### src/rtl/cal_div_pkg.sv
package cal_div_pkg;
  typedef enum logic [1:0] {
    TRIM_NONE = 2'd0,
    TRIM_FAST = 2'd1,
    TRIM_SLOW = 2'd2
  } trim_e;

  typedef struct packed {
    logic       out_lvl;
    logic       tone_en;
    logic       dir_up;
    logic [4:0] mag;
  } ctrl_t;
endpackage

### src/rtl/cal_div_sec.sv
module cal_div_sec
  import cal_div_pkg::*;
#(
  parameter int TICKS_PER_SEC = 32768,
  parameter int POS_TRIM      = 256,
  parameter int NEG_TRIM      = 128
) (
  input  logic  clk_i,
  input  logic  rst_ni,
  input  logic  adv_i,
  input  trim_e trim_i,
  output logic  wrap_o,
  output logic  tick_o
);
  localparam int TCW = $clog2(TICKS_PER_SEC + NEG_TRIM + 1);
  localparam logic [TCW-1:0] NOM_M1  = TCW'(TICKS_PER_SEC - 1);
  localparam logic [TCW-1:0] FAST_M1 = TCW'(TICKS_PER_SEC - POS_TRIM - 1);
  localparam logic [TCW-1:0] SLOW_M1 = TCW'(TICKS_PER_SEC + NEG_TRIM - 1);

  logic [TCW-1:0] cnt_q;
  logic [TCW-1:0] lim_m1;
  logic           tick_q;

  always_comb begin
    unique case (trim_i)
      TRIM_FAST: lim_m1 = FAST_M1;
      TRIM_SLOW: lim_m1 = SLOW_M1;
      default:   lim_m1 = NOM_M1;
    endcase
  end

  // >= keeps the counter bounded if the limit shrinks mid-second
  assign wrap_o = adv_i && (cnt_q >= lim_m1);

  always_ff @(posedge clk_i or negedge rst_ni) begin
    if (!rst_ni) begin
      cnt_q  <= '0;
      tick_q <= 1'b0;
    end else begin
      tick_q <= wrap_o;
      if (wrap_o)     cnt_q <= '0;
      else if (adv_i) cnt_q <= cnt_q + 1'b1;
    end
  end

  assign tick_o = tick_q;
endmodule

### src/rtl/cal_div_min.sv
module cal_div_min
  import cal_div_pkg::*;
#(
  parameter int SEC_PER_MIN   = 60,
  parameter int MIN_PER_CYCLE = 64,
  parameter int CAL_MIN_MAX   = 62
) (
  input  logic       clk_i,
  input  logic       rst_ni,
  input  logic       sec_wrap_i,
  input  logic       dir_up_i,
  input  logic [4:0] mag_i,
  output trim_e      trim_o,
  output logic       min_tick_o,
  output logic       cyc_tick_o
);
  localparam int SW = $clog2(SEC_PER_MIN);
  localparam int MW = $clog2(MIN_PER_CYCLE);
  localparam logic [SW-1:0] SEC_LAST = SW'(SEC_PER_MIN - 1);
  localparam logic [MW-1:0] MIN_LAST = MW'(MIN_PER_CYCLE - 1);

  logic [SW-1:0] sec_q;
  logic [MW-1:0] min_q;
  logic          min_tick_q, cyc_tick_q;
  logic          hit;

  // only second 0 of an eligible minute is trimmed
  assign hit = (sec_q == '0)
             && (int'(min_q) < 2 * int'(mag_i))
             && (int'(min_q) < CAL_MIN_MAX);

  always_comb begin
    if (!hit)         trim_o = TRIM_NONE;
    else if (dir_up_i) trim_o = TRIM_FAST;
    else               trim_o = TRIM_SLOW;
  end

  always_ff @(posedge clk_i or negedge rst_ni) begin
    if (!rst_ni) begin
      sec_q      <= '0;
      min_q      <= '0;
      min_tick_q <= 1'b0;
      cyc_tick_q <= 1'b0;
    end else begin
      min_tick_q <= sec_wrap_i && (sec_q == SEC_LAST);
      cyc_tick_q <= sec_wrap_i && (sec_q == SEC_LAST) && (min_q == MIN_LAST);
      if (sec_wrap_i) begin
        if (sec_q == SEC_LAST) begin
          sec_q <= '0;
          min_q <= (min_q == MIN_LAST) ? '0 : min_q + 1'b1;
        end else begin
          sec_q <= sec_q + 1'b1;
        end
      end
    end
  end

  assign min_tick_o = min_tick_q;
  assign cyc_tick_o = cyc_tick_q;
endmodule

### src/rtl/cal_div_fout.sv
module cal_div_fout #(
  parameter int FT_HALF = 32
) (
  input  logic clk_i,
  input  logic rst_ni,
  input  logic adv_i,
  input  logic tone_en_i,
  input  logic out_lvl_i,
  output logic fout_o
);
  localparam int FW = $clog2(FT_HALF);
  localparam logic [FW-1:0] HALF_LAST = FW'(FT_HALF - 1);

  logic [FW-1:0] cnt_q;
  logic          sq_q;

  // free-running, never sees the trim
  always_ff @(posedge clk_i or negedge rst_ni) begin
    if (!rst_ni) begin
      cnt_q <= '0;
      sq_q  <= 1'b0;
    end else if (adv_i) begin
      if (cnt_q == HALF_LAST) begin
        cnt_q <= '0;
        sq_q  <= ~sq_q;
      end else begin
        cnt_q <= cnt_q + 1'b1;
      end
    end
  end

  assign fout_o = tone_en_i ? sq_q : out_lvl_i;
endmodule

### src/rtl/osc_cal_div.sv
module osc_cal_div
  import cal_div_pkg::*;
#(
  parameter int TICKS_PER_SEC = 32768,
  parameter int POS_TRIM      = 256,
  parameter int NEG_TRIM      = 128,
  parameter int SEC_PER_MIN   = 60,
  parameter int MIN_PER_CYCLE = 64,
  parameter int CAL_MIN_MAX   = 62,
  parameter int FT_HALF       = 32
) (
  input  logic       clk_i,
  input  logic       rst_ni,
  input  logic       tick_en_i,
  input  logic       stop_i,
  input  logic       ctrl_we_i,
  input  logic [7:0] ctrl_wdata_i,
  output logic       sec_tick_o,
  output logic       min_tick_o,
  output logic       cyc_tick_o,
  output logic       fout_o
);
  localparam logic [7:0] CTRL_RST = 8'h80;

  ctrl_t ctrl_q;
  logic  adv, sec_wrap;
  trim_e trim;

  always_ff @(posedge clk_i or negedge rst_ni) begin
    if (!rst_ni)        ctrl_q <= ctrl_t'(CTRL_RST);
    else if (ctrl_we_i) ctrl_q <= ctrl_t'(ctrl_wdata_i);
  end

  assign adv = tick_en_i & ~stop_i;

  cal_div_sec #(
    .TICKS_PER_SEC(TICKS_PER_SEC),
    .POS_TRIM     (POS_TRIM),
    .NEG_TRIM     (NEG_TRIM)
  ) u_sec (
    .clk_i (clk_i),
    .rst_ni(rst_ni),
    .adv_i (adv),
    .trim_i(trim),
    .wrap_o(sec_wrap),
    .tick_o(sec_tick_o)
  );

  cal_div_min #(
    .SEC_PER_MIN  (SEC_PER_MIN),
    .MIN_PER_CYCLE(MIN_PER_CYCLE),
    .CAL_MIN_MAX  (CAL_MIN_MAX)
  ) u_min (
    .clk_i     (clk_i),
    .rst_ni    (rst_ni),
    .sec_wrap_i(sec_wrap),
    .dir_up_i  (ctrl_q.dir_up),
    .mag_i     (ctrl_q.mag),
    .trim_o    (trim),
    .min_tick_o(min_tick_o),
    .cyc_tick_o(cyc_tick_o)
  );

  cal_div_fout #(
    .FT_HALF(FT_HALF)
  ) u_fout (
    .clk_i    (clk_i),
    .rst_ni   (rst_ni),
    .adv_i    (adv),
    .tone_en_i(ctrl_q.tone_en),
    .out_lvl_i(ctrl_q.out_lvl),
    .fout_o   (fout_o)
  );
endmodule

### config.mk
export PLATFORM = sky130hd
export DESIGN_NAME = osc_cal_div
export DESIGN_NICKNAME = d
export VERILOG_FILES = /design/src/rtl/cal_div_pkg.sv /design/src/rtl/cal_div_sec.sv /design/src/rtl/cal_div_min.sv /design/src/rtl/cal_div_fout.sv /design/src/rtl/osc_cal_div.sv
export SDC_FILE = /design/constraint.sdc
export NUM_CORES = 1
export LEC_CHECK = 0
export BUFFER_PORTS_ARGS = -buffer_cell sky130_fd_sc_hd__buf_4
export CAP_MARGIN = 30
export CORE_MARGIN = 10
export CORE_UTILIZATION = 58
export DETAILED_ROUTE_END_ITERATION = 6
export PLACE_DENSITY = 0.77
export SLEW_MARGIN = 30
export SYNTH_ARGS = -nofsm -noshare
export SYNTH_HDL_FRONTEND = slang
export SYNTH_SLANG_ARGS = --single-unit
### constraint.sdc
create_clock -name clk_i -period 3.66 [get_ports clk_i]
set_input_delay 0.183 -clock clk_i [delete_from_list [all_inputs] [get_ports clk_i]]
set_output_delay 0.183 -clock clk_i [all_outputs]
set_load 0.1 [all_outputs]
Word-level counts from Yosys, hierarchy flattened. Cells that the tools add are included.

Input port bits: 13. Logic and storage cells: 45. Flip-flop bits (word level): 45. Output and inout port bits: 4.

Reduce and logical (&&, ||, !) cells: 9. $add $sub $neg: 4. Order comparisons: 3. Bitwise gates (word level): 3. Muxes and demuxes: 9. Eq/ne operators: 5.

Operators by type and width (count): 16-bit 2-to-1 mux (2); 16-bit one-hot mux with 2 select lines (1); 16-bit by 1-bit adder with 16-bit output, second input constant (1); 16-bit >= comparator (1); 6-bit by 1-bit adder with 6-bit output, second input constant (2); 6-bit == test, second input constant (2); 6-bit 2-to-1 mux (2); 6-bit zero test (1); 6-bit < comparator (1); 6-bit < comparator, second input constant (1); 5-bit by 1-bit adder with 5-bit output, second input constant (1); 5-bit == test, second input constant (1); 1-bit logical AND (5); 5-bit 2-to-1 mux (1); 2-bit 2-to-1 mux (2); 2-bit AND reduction (2); 2-bit by 1-bit == test with 1-bit output, second input constant (1); 2-bit == test, second input constant (1); 1-bit NOT (2); 2-bit nonzero test (1); 1-bit AND (1); 1-bit 2-to-1 mux (1).

Longest topological paths before layout.
Word-level depth: 10. Mapped depth: 16.

Hierarchy. Synthesis repeated with hierarchy kept, for this count alone.

Cell total of the unflattened synthesis: 231. Area total of the unflattened synthesis: 2502.4 um^2.

Modules (own cells, without submodules): cal_div_sec (area each 1036.0 um^2, cells an instance 105, instances 1); cal_div_min (area each 813.3 um^2, cells an instance 83, instances 1); osc_cal_div (area each 339.1 um^2, cells an instance 18, instances 1); cal_div_fout (area each 314.1 um^2, cells an instance 25, instances 1).

Worst setup path after synthesis. OpenSTA, ideal clock, no wires.

Path kind: reg-to-reg. Start point: reg u_min.min_q[2]. End point: reg u_min.min_q[1]. Buffers on the path: 0. Slack: 346 ps. Required time: 3535 ps. Arrival time: 3190 ps. Period minus slack after synthesis: 3314 ps. Stages on the path, launching flop included: 15. Library setup time: 125 ps. Cell sequence: dfrtp_1 > ha_1 > a21o_1 > a21o_1 > a21o_1 > a221o_1 > nor2_1 > ha_1 > a21oi_1 > nor2_1 > a211oi_1 > a21oi_4 > nand2_2 > inv_4 > mux2_2.

Longest elaborated chain between the ends: 9. Elaborated cells on any way between the ends: 13. Classes of those cells: order compare (3); eq/ne (3); mux (3); reduce/logical (4).

RTL lines: start, declared (line cal_div_min.sv:23) `logic [MW-1:0] min_q;`; start signal, assigned (line cal_div_min.sv:50) `min_q <= (min_q == MIN_LAST) ? '0 : min_q + 1'b1;`; 6-bit < comparator (line cal_div_min.sv:29) `&& (int'(min_q) < 2 * int'(mag_i))`; 1-bit logical AND (line cal_div_min.sv:29); 1-bit logical AND (line cal_div_min.sv:30) `&& (int'(min_q) < CAL_MIN_MAX);`; 2-bit 2-to-1 mux (line cal_div_min.sv:33) `if (!hit) trim_o = TRIM_NONE;`; 2-bit == test / 2-bit by 1-bit == test with 1-bit output (equally long branches) (line cal_div_sec.sv:25) `unique case (trim_i)`; 16-bit one-hot mux with 2 select lines (line cal_div_sec.sv:25); 16-bit >= comparator (line cal_div_sec.sv:33) `assign wrap_o = adv_i && (cnt_q >= lim_m1);`; 1-bit logical AND (line cal_div_sec.sv:33); 2-bit AND reduction (no line).

Several ways; a longest one is shown, not always the timed one. A chain may end at the register's enable or synchronous reset.

Worst setup path after layout.
Start point: reg ctrl_q[1] in the netlist's numbering. End point: reg u_min.min_q[1].

Longest elaborated chain between the ends: 9. Elaborated cells on any way between the ends: 10. Classes of those cells: order compare (2); eq/ne (2); mux (2); reduce/logical (4).

RTL lines: start, declared (line osc_cal_div.sv:25) `ctrl_t ctrl_q;`; start signal, assigned (line osc_cal_div.sv:30) `if (!rst_ni) ctrl_q <= ctrl_t'(CTRL_RST);`; start signal, assigned (line osc_cal_div.sv:31) `else if (ctrl_we_i) ctrl_q <= ctrl_t'(ctrl_wdata_i);`; 6-bit < comparator * (line cal_div_min.sv:29); 1-bit logical AND * (line cal_div_min.sv:29); 1-bit logical AND * (line cal_div_min.sv:30); 2-bit 2-to-1 mux * (line cal_div_min.sv:33); 2-bit == test / 2-bit by 1-bit == test with 1-bit output (equally long branches) (line cal_div_sec.sv:25); 16-bit one-hot mux with 2 select lines * (line cal_div_sec.sv:25); 16-bit >= comparator * (line cal_div_sec.sv:33); 1-bit logical AND * (line cal_div_sec.sv:33); 2-bit AND reduction (no line) *.

Mark *: on every way between the ends. The rest lies on a longest branch, timed or not.

==> impl_metrics.toml <==
[logic_synthesis]
syn_nets = 263
yosys_warnings = 0
ys_seq_elements = 45
syn-cell-area_sq_um = 2380
yosysUniqueCellTypes = 40
ys_seq_area_share_pct = 47.4
synth_area_per_cell_sq_um = 10.3
synth_flop_cell = "dfrtp_1"
postSynthCellCount = 231
synth-edff-count = 0
synthArstFlopShare_pct = 100

[clocking]
tritoncts = "yes"
clock_sinks = 45
numCtsBuffers = 5
cts_root_buffer = "clkbuf_8"
clk_path_buf_depth = 2
cts.clk_slew.worst_paths_ps = 80
h-tree-depth = 2
clkLatencyLatePin_ps = 300

[pwr]
intPower_uw = 817
vdd_drop_max_v = 0.000243
powerDensity_nw_per_um2 = 414
power_uw = 1120
netSwitchingFraction_pct = 26.8
p_seq_share_pct = 53.3
leakagePower_uw = 0.00135
power.switching_uw = 299
clkPwrFrac_pct = 32.5
power_frac_comb_pct = 14.3

[drt]
dr.first_iter.drc_count = 74
vias_per_cell = 5.62
drc = 0
ant_nets = 0
post_drt_wl_per_cell_microns = 14.6
routed-wl-met3_microns = 154
firstDrtPassIters = 4
wirelength_microns = 4450
wl_met1_microns = 2030
route.met2.wl_microns = 2200
highest_layer = "met4"
vias = 1709

[global_route]
grt_max_degree = 46
grt_usage_pct = 13.1
grt_pass1_vias = 1762
grt_pass1_wl_microns = 7850
grt_antenna_before_repair = 0
grt_overflow = 0

[critical_path]
r2r-end = "u_min.min_q[1]"
start_kind = "flop"
r2r_setup_slack_ps = 260
worstPathRequired_ps = 3850
path_class = "reg -> reg"
r2r-start = "ctrl_q[1]"
cp_slowest_cell = "a221o_1"
crit_fanout = 9
endpoint_kind = "flop"
worstPathArrival_ps = 3590
path_cells = "inv_1 > ha_1 > a21o_1 > a21o_1 > a21o_1 > a221o_1 > or2_1 > ha_1 > and4_1 > nand2_1 > a2bb2oi_2 > a21oi_4 > nand2_2 > clkinv_4 > mux2_2"
crit_family = "compound AO/OA/AOI/OAI gates"
crit_top_cell = "a21o_1"
r2r_cells = 15
cp_num_buf_inv = 2
max_stage_delay_ps = 390

[placed_design]
portBuffers = 16
dpl_worst_slack_ps = 169
placed_cell_area_sq_um = 2570
dp_hpwl_microns = 3260
gp_congestion = 0.787

[sta]
setup_violations = 0
setup_ws_ps = 259
tns_ps = 0
fin_crit_sh_pct = 92.9
rsz0062_at_grt = "false"
worst_pin_slew_ps = 592
max_slew_margin_pct = 60.2
fmax_ghz = 0.294
hold_ws_ps = 94.0
slew_viol_final = 0
finalCriticalPeriod_ps = 3400
fin_skew_ps = 9.79
hold_viol = 0

[finish]
mostFrequentLayoutCells = "dfrtp_1 (44), nand2_1 (30), nor2_1 (22)"
num_antenna_cells = 0
drive_above_1_share_pct = 17.7
fill_cells = 314
area_growth_pct = 13.1
final_net_count = 286
layout_commonest_cell = "dfrtp_1"
finalInstanceArea_sq_um = 2690

[floorplan]
start_util_pct = 59.9
rows = 23
dieArea_sq_um = 7070
ioPinCount = 17
die_w_microns = 84.1
core-area_sq_um = 3970
fp.dieH_microns = 84.1

[min_path]
worstHoldStart = "ctrl_wdata_i[1]"
hp-class = "in -> reg"
hold_path_depth = 3
whs_endpoint = "ctrl_q[1]"

[flow_run]
drv_cap = 0

[outcome]
status = "finished, final reports clean"
## state kept, by name, summed over array words and instances (netlist names)
register,cells
u_sec.tick_o,1
u_min.sec_q,6
u_sec.cnt_q,16
u_fout.sq_q,1
u_fout.cnt_q,5
ctrl_q,8
u_min.min_q,6
u_min.cyc_tick_o,1
u_min.min_tick_o,1
## layer usage
metal	global-route usage [%]	vias up
met3	3.61	7
met4	4.72	0
met1	15.4	827
met5	0	-
met2	22.0	25
li1	-	850
## power groups by stage
| stage | Sequential (uW) | Clock [uW] | Combinational (uW) |
|---|---|---|---|
| floorplan | 591 | 0 | 120 |
| global placement | 600 | 0 | 155 |
| global route | 602 | 387 | 180 |
| finish | 594 | 363 | 159 |
| detailed placement | 603 | 0 | 161 |
| CTS | 594 | 370 | 162 |
## kinds of logic (layout without fill, tap and decap cells)
group                      Yosys count  after routing  synth area share (%)
and+or+nand+nor                     92             92                  19.0
xor gates and xnor gates            17             17                  6.26
DFF                                 45             45                  47.4
AOI/OAI and AO/OA                   34             34                  10.4
muxes                                9              9                  4.26
adders and majority gates           19             19                  9.99
buffers and inverters               15             38                  2.73
## what timing repair did
item / in CTS / in global routing
endpoints found under the hold margin: 44 / 0
buffers inserted: 0 / 0
endpoints found under the setup margin: 0 / 5
hold buffers: 1 / 0
resized for setup: 0 / 3
## through the flow
step / cells / util [%]
6_report: 304 / 67.8
5_1_grt: 304 / 67.8
4_1_cts: 304 / 67.5
3_5_place_dp: 296 / 64.7
3_3_place_gp: 296 / 64.7
2_1_floorplan: 231 / -
## area by class of cell
cell class	count	area [sq um]	area share, %
multi-input combinational	171	1190	44.4
tap	50	62.6	2.32
sequential	45	1130	41.9
clock buffer	5	68.8	2.56
clock inverter	2	35.0	1.30
inverter	10	42.5	1.58
timing repair buffer	21	160	5.95
## synthesized netlist by cell type, drive strengths merged (2+ instances only)
cell type	n	share of area (%)
dfrtp	44	46
nand2	31	5.0
nor2	23	3.6
ha	19	10
o21ai	12	2.5
xor2	12	4.4
inv	10	1.7
mux2	9	4.3
nand3	9	1.9
and4	8	2.9
a21oi	6	1.7
xnor2	5	1.8
a21o	4	1.3
and3	4	1.1
a22o	3	1.1
buf	3	0.74
nand2b	3	0.79
nand4	3	0.79
nor3	3	0.63
a41oi	2	1.1
and2	2	0.53
clkbuf	2	0.32
nor2b	2	0.53
## worst max-delay path by stage
stage	from	to	slack (ps)	cells after the start
4_1_cts	ctrl_q[1]	u_min.sec_q[2]	90	15
3_3_place_gp	ctrl_q[1]	u_min.min_q[1]	350	15
3_5_place_dp	ctrl_q[1]	u_min.sec_q[2]	170	15
5_1_grt	ctrl_q[1]	u_min.sec_q[2]	4	16
6_report	ctrl_q[1]	u_min.min_q[1]	260	15
2_1_floorplan	u_min.min_q[2]	u_min.min_q[1]	350	14
## tightest hold or removal path: cells and delay by family
kind | cells | cell delay [ps]
simple gates | 1 | 30
compound gates | 1 | 60
buf+inv | 1 | 80
Note: power is estimated with default switching activity, not from simulation.
